[src/rtl/pp_pkg.sv]
package pp_pkg;
  typedef enum logic [1:0] {
    PH_IDLE = 2'b00,
    PH_ADDR = 2'b01,
    PH_DATA = 2'b10,
    PH_RSVD = 2'b11
  } phase_e;

  typedef struct packed {
    logic addr;
    logic data;
  } chk_t;
endpackage

[src/rtl/pp_lane_par.sv]
module pp_lane_par #(
  parameter int LANE_W = 32,
  localparam int BE_W = LANE_W / 8
) (
  input  logic              clk,
  input  logic              rst,
  input  logic [LANE_W-1:0] ad_i,
  input  logic [BE_W-1:0]   cbe_i,
  input  logic              par_rx_i,
  output logic              par_q_o,
  output logic              mism_o
);
  // One register serves both the driven parity and the reference for the
  // received bit: both cover the previous cycle's lane values.
  logic par_q;

  always_ff @(posedge clk) begin
    if (rst) par_q <= 1'b0;
    else     par_q <= ^{ad_i, cbe_i};
  end

  assign par_q_o = par_q;
  assign mism_o  = par_q ^ par_rx_i;
endmodule

[src/rtl/pp_err_rep.sv]
module pp_err_rep
  import pp_pkg::*;
#(
  parameter int LANES = 2
) (
  input  logic             clk,
  input  logic             rst,
  input  logic [1:0]       phase_i,
  input  logic             drive_en_i,
  input  logic [LANES-1:0] mism_i,
  input  logic             per_en_i,
  input  logic             serr_en_i,
  input  logic             sts_clr_i,
  output logic             perr_n_o,
  output logic             serr_n_o,
  output logic             det_perr_o,
  output logic             sig_serr_o
);
  chk_t chk_q;
  logic data_fail, addr_fail, serr_fire;
  logic perr_n_q, serr_n_q, det_q, sig_q;

  // Phase captured with the lane parity; checked against the next cycle's bits
  always_ff @(posedge clk) begin
    if (rst) begin
      chk_q <= '0;
    end else begin
      chk_q.addr <= (phase_e'(phase_i) == PH_ADDR) && !drive_en_i;
      chk_q.data <= (phase_e'(phase_i) == PH_DATA) && !drive_en_i;
    end
  end

  // Address phases cover the lower half only; data phases cover every lane
  assign data_fail = chk_q.data && (|mism_i);
  assign addr_fail = chk_q.addr && mism_i[0];
  assign serr_fire = addr_fail && per_en_i && serr_en_i;

  always_ff @(posedge clk) begin
    if (rst) begin
      perr_n_q <= 1'b1;
      serr_n_q <= 1'b1;
      det_q    <= 1'b0;
      sig_q    <= 1'b0;
    end else begin
      perr_n_q <= !(data_fail && per_en_i);
      serr_n_q <= !serr_fire;
      det_q    <= (data_fail || addr_fail) || (det_q && !sts_clr_i);
      sig_q    <= serr_fire || (sig_q && !sts_clr_i);
    end
  end

  assign perr_n_o   = perr_n_q;
  assign serr_n_o   = serr_n_q;
  assign det_perr_o = det_q;
  assign sig_serr_o = sig_q;


  perr_gate_chk: assert property (@(posedge clk) disable iff (rst)
    !perr_n_q |-> ($past(per_en_i) && $past(chk_q.data)));


  serr_gate_chk: assert property (@(posedge clk) disable iff (rst)
    !serr_n_q |-> ($past(per_en_i) && $past(serr_en_i) && $past(chk_q.addr) && perr_n_q));


  pulse_flag_chk: assert property (@(posedge clk) disable iff (rst)
    (!perr_n_q || !serr_n_q) |-> det_q);


  det_sticky_chk: assert property (@(posedge clk) disable iff (rst)
    (det_q && !sts_clr_i) |=> det_q);


  sig_sticky_chk: assert property (@(posedge clk) disable iff (rst)
    (sig_q && !sts_clr_i) |=> sig_q);


  no_chk_quiet_chk: assert property (@(posedge clk) disable iff (rst)
    (!chk_q.addr && !chk_q.data) |=> (perr_n_q && serr_n_q));
endmodule

[src/rtl/pci_parity_unit.sv]
module pci_parity_unit #(
  parameter int LANES  = 2,
  parameter int LANE_W = 32,
  localparam int AD_W  = LANES * LANE_W,
  localparam int BE_W  = AD_W / 8,
  localparam int LBE_W = LANE_W / 8
) (
  input  logic            clk,
  input  logic            rst,
  input  logic [AD_W-1:0] ad_i,
  input  logic [BE_W-1:0] cbe_i,
  input  logic [1:0]      phase_i,
  input  logic            drive_en_i,
  input  logic            par_i,
  input  logic            par64_i,
  input  logic            per_en_i,
  input  logic            serr_en_i,
  input  logic            sts_clr_i,
  output logic            par_o,
  output logic            par64_o,
  output logic            par_oe_o,
  output logic            perr_n_o,
  output logic            serr_n_o,
  output logic            det_perr_o,
  output logic            sig_serr_o
);
  logic [LANES-1:0] par_rx, par_gen, mism;
  logic             oe_q;

  // Lane 0 takes the lower parity line, the top lane takes the upper one
  always_comb begin
    par_rx = '0;
    par_rx[0] = par_i;
    par_rx[LANES-1] = par64_i;
  end

  for (genvar g = 0; g < LANES; g++) begin : g_lane
    pp_lane_par #(.LANE_W(LANE_W)) u_lane (
      .clk      (clk),
      .rst      (rst),
      .ad_i     (ad_i[g*LANE_W +: LANE_W]),
      .cbe_i    (cbe_i[g*LBE_W +: LBE_W]),
      .par_rx_i (par_rx[g]),
      .par_q_o  (par_gen[g]),
      .mism_o   (mism[g])
    );
  end

  always_ff @(posedge clk) begin
    if (rst) oe_q <= 1'b0;
    else     oe_q <= drive_en_i;
  end

  pp_err_rep #(.LANES(LANES)) u_rep (
    .clk        (clk),
    .rst        (rst),
    .phase_i    (phase_i),
    .drive_en_i (drive_en_i),
    .mism_i     (mism),
    .per_en_i   (per_en_i),
    .serr_en_i  (serr_en_i),
    .sts_clr_i  (sts_clr_i),
    .perr_n_o   (perr_n_o),
    .serr_n_o   (serr_n_o),
    .det_perr_o (det_perr_o),
    .sig_serr_o (sig_serr_o)
  );

  assign par_o    = par_gen[0];
  assign par64_o  = par_gen[LANES-1];
  assign par_oe_o = oe_q;


  par_even_chk: assert property (@(posedge clk) disable iff (rst)
    !$past(rst) |-> ((^{$past(ad_i[LANE_W-1:0]), $past(cbe_i[LBE_W-1:0]), par_o}) == 1'b0));


  oe_follow_chk: assert property (@(posedge clk) disable iff (rst)
    $rose(par_oe_o) |-> $past(drive_en_i));
endmodule

[config.mk]
export PLATFORM = sky130hd
export DESIGN_NAME = pci_parity_unit
export DESIGN_NICKNAME = d
export VERILOG_FILES = /design/src/rtl/pp_pkg.sv /design/src/rtl/pp_lane_par.sv /design/src/rtl/pp_err_rep.sv /design/src/rtl/pci_parity_unit.sv
export SDC_FILE = /design/constraint.sdc
export NUM_CORES = 1
export LEC_CHECK = 0
export CAP_MARGIN = 20
export CORE_AREA = 2 2 57 59
export CTS_CLUSTER_DIAMETER = 120
export DETAILED_ROUTE_END_ITERATION = 12
export DIE_AREA = 0 0 59 61
export HOLD_SLACK_MARGIN = 0.05
export PLACE_DENSITY = 0.84
export SYNTH_ARGS = -nofsm -noshare
export SYNTH_HDL_FRONTEND = slang
export SYNTH_HIERARCHICAL = 1
export SYNTH_SLANG_ARGS = --single-unit
[constraint.sdc]
create_clock -name clk -period 3.8 [get_ports clk]
set_input_delay 0.76 -clock clk [delete_from_list [all_inputs] [get_ports clk]]
set_output_delay 0.76 -clock clk [all_outputs]
set_load 0.005 [all_outputs]
==> flow_summary.toml <==
[power_and_ir_drop]
power_uw = 542
clkPwrFrac_pct = 13.1
p_sw_share_pct = 26.2
internal_power_uw = 400
seqPwrFrac_pct = 20.7
max-vdd-ir-drop_mv = 0.147
p_comb_share_pct = 66.2
leakage_uw = 0.000699
p_switching_uw = 142
power_density_nw_per_um2 = 285

[worst_setup_path]
crit_top_cell = "xnor2_1"
startpoint = "cbe_i[2]"
path_cells = "clkdlybuf4s50_1, xor2_1, xnor2_1, xnor2_1, xnor3_1, mux2_4"
worstPathArrival_ps = 2430
cp_num_buf_inv = 1
crit_fanout = 1
critPathTopFamily = "XOR/XNOR gates"
crit_path_top_delay_cell = "clkdlybuf4s50_1"
r2r_end = "u_rep/serr_n_o"
cp-end-kind = "flip-flop"
rr_startpoint = "g_lane[0].u_lane/par_q_o"
r2r_slack_ps = 2750
crit_cells = 6
critPathLaunchType = "input port"
setup.worst_path.end = "g_lane[0].u_lane/par_q_o"
crit_type = "in2reg"
cp.required_ps = 3940
cp_slowest_stage_delay_ps = 470
r2r.worst_path.cells = 3

[timing]
fin_crit_sh_pct = 60.1
fmax_ghz = 0.438
layout_setup_ws_ps = 1510
finalSetupViolCount = 0
tightest_slew_ps = 419
finalClockSkew_ps = 1.94
max_slew_margin_pct = 72.0
rsz0062_at_grt = "no"
final_hold_viol_count = 0
final.setup.tns_ps = 0
period_minus_slack_ps = 2290
timing.final.max_slew_violations = 0

[logic_synthesis]
synth_cell_types = 17
ys_seq_area_share_pct = 18.9
synth-warning-count = 6
syn-instance-count = 94
synth-seq-cells = 9
synth_top_area_share_pct = 49.5
synth_area_leader_cell = "xnor2_1"
netlist_area_sq_um = 955
syn-num-nets = 176
syn_area_per_cell_sq_um = 10.2
synth_area_leaders = "xnor2_1 50%, dfxtp_1 19%, xnor3_1 9.4%"

[final_layout]
layout_common_cells = "88 x clkdlybuf4s50_1, 54 x xnor2_1, 9 x dfxtp_1, 8 x xor2_1, 4 x xnor3_1"
drive_gt1_share_pct = 3.23
areaGrowthSynthToFinish_pct = 99.3
insertedDiodeCount = 0
layout_commonest_cell = "clkdlybuf4s50_1"
fin_area_sq_um = 1900
multi_input_area_sq_um = 774
final-seq-area_sq_um = 180
fin_nets = 269
fill_cells = 247

[placement]
place_hpwl_um = 2340
pre_cts_slack_ps = 1240
place_area_sq_um = 1880
gp_congestion = 0.673
io_buffer_count = 88

[clocking]
cts_max_path_buffers = 2
cts_setup_buffers = 0
cts_tree = "done"
clock-sinks = 9
clkLatencyLatePin_ps = 250
cts_hold_buf = 0
post_cts_resized = 0
cts_buffers = 3
cts.clk_slew.worst_paths_ps = 60
root_buffer = "clkbuf_4"
ctsHtreeMaxLevel = 1

[detailed_routing]
drt_iter0_drc = 19
via_count = 954
first_pass_iters = 4
post_drt_wl_per_cell_um = 11.3
drt_wl_total_um = 2480
avgViaCountPerCell = 4.36
drc = 0
detail-route-antenna-nets = 0

[die]
die_w_um = 59
design.die.area_sq_um = 3600
rows = 20
io_pins = 89
fp.dieH_um = 61
core_sq_um = 2950
initial_utilization_pct = 32.3

[grt]
antenna_found_initial = 0
first_global_vias = 1051
grt_first_pass_wirelength_um = 3970
track_usage_pct = 14.9
overflow = 0
use_met1_pct = 12.1
grt_start_max_net_pins = 11
met2_usage_pct = 30.0
grt-busiest-layer = "met2"
grt.met3_usage_pct = 6.82

[flow_run]
maxCapViolations = 0

[worst_hold_path]
hp-class = "reg2reg"

[run_status]
outcome = "complete, no violations"
## cells in the mapped netlist, drive strengths merged
| library cell | number |
|---|---|
| o21ai | 1 |
| xor2 | 8 |
| nor4b | 2 |
| dfxtp | 9 |
| xnor2 | 54 |
| nand2 | 2 |
| a31oi | 1 |
| nor2b | 4 |
| o211ai | 1 |
| and3 | 1 |
| nand2b | 1 |
| a21o | 1 |
| nor3b | 1 |
| mux2 | 2 |
| xnor3 | 4 |
| nor2 | 2 |
## power groups by stage
stage	Combinational [uW]	Clock [uW]	Sequential, uW
finish	359	71.2	112
detailed placement	364	0	115
global placement	357	0	115
CTS	365	76.1	113
global route	389	80.4	113
floorplan	228	0	115
## worst min path at each step
stage	from	endpoint	slack [ps]	cells after the start
after floorplan	u_rep/chk_q[0]	u_rep/perr_n_o	390	1
after global placement	u_rep/chk_q[0]	u_rep/perr_n_o	410	1
after detailed placement	u_rep/chk_q[0]	u_rep/perr_n_o	420	1
after CTS	u_rep/chk_q[0]	u_rep/perr_n_o	430	1
after global routing	u_rep/chk_q[0]	u_rep/perr_n_o	460	1
final	u_rep/chk_q[0]	u_rep/perr_n_o	440	1
## state kept, by name, summed over array words and instances (netlist names)
register	count
u_rep/det_perr_o	1
g_lane.u_lane/par_q_o	2
par_oe_o	1
u_rep/chk_q	2
u_rep/serr_n_o	1
u_rep/sig_serr_o	1
u_rep/perr_n_o	1
## stage by stage
stage	cells	utilization [%]	hold slack, ps
after CTS	219	64.4	433
after floorplan	94	-	394
after detailed placement	215	63.6	424
after global routing	219	64.4	457
final	219	64.4	442
after global placement	215	63.6	407
## metal layers
layer	part of all wire (%)	vias up
li1	-	487
met1	32	393
met2	51	70
met3	16	4
met4	1.7	0
met5	0	-
## cells by family after synthesis
| logic type | after synthesis | share of synthesized area (%) |
|---|---|---|
| xor gates and xnor gates | 66 | 66.3 |
| and+or+nand+nor | 13 | 8.91 |
| muxes | 2 | 3.15 |
| DFF | 9 | 18.9 |
| AOI/OAI and AO/OA | 4 | 2.75 |
## cell type report
class,instances,share of cell area (%)
clock buffer,4,1.38
multi-input combinational,85,40.7
sequential,9,9.47
tap,33,2.17
timing repair buffer,88,46.3
Power figures use the tool's default switching activity.
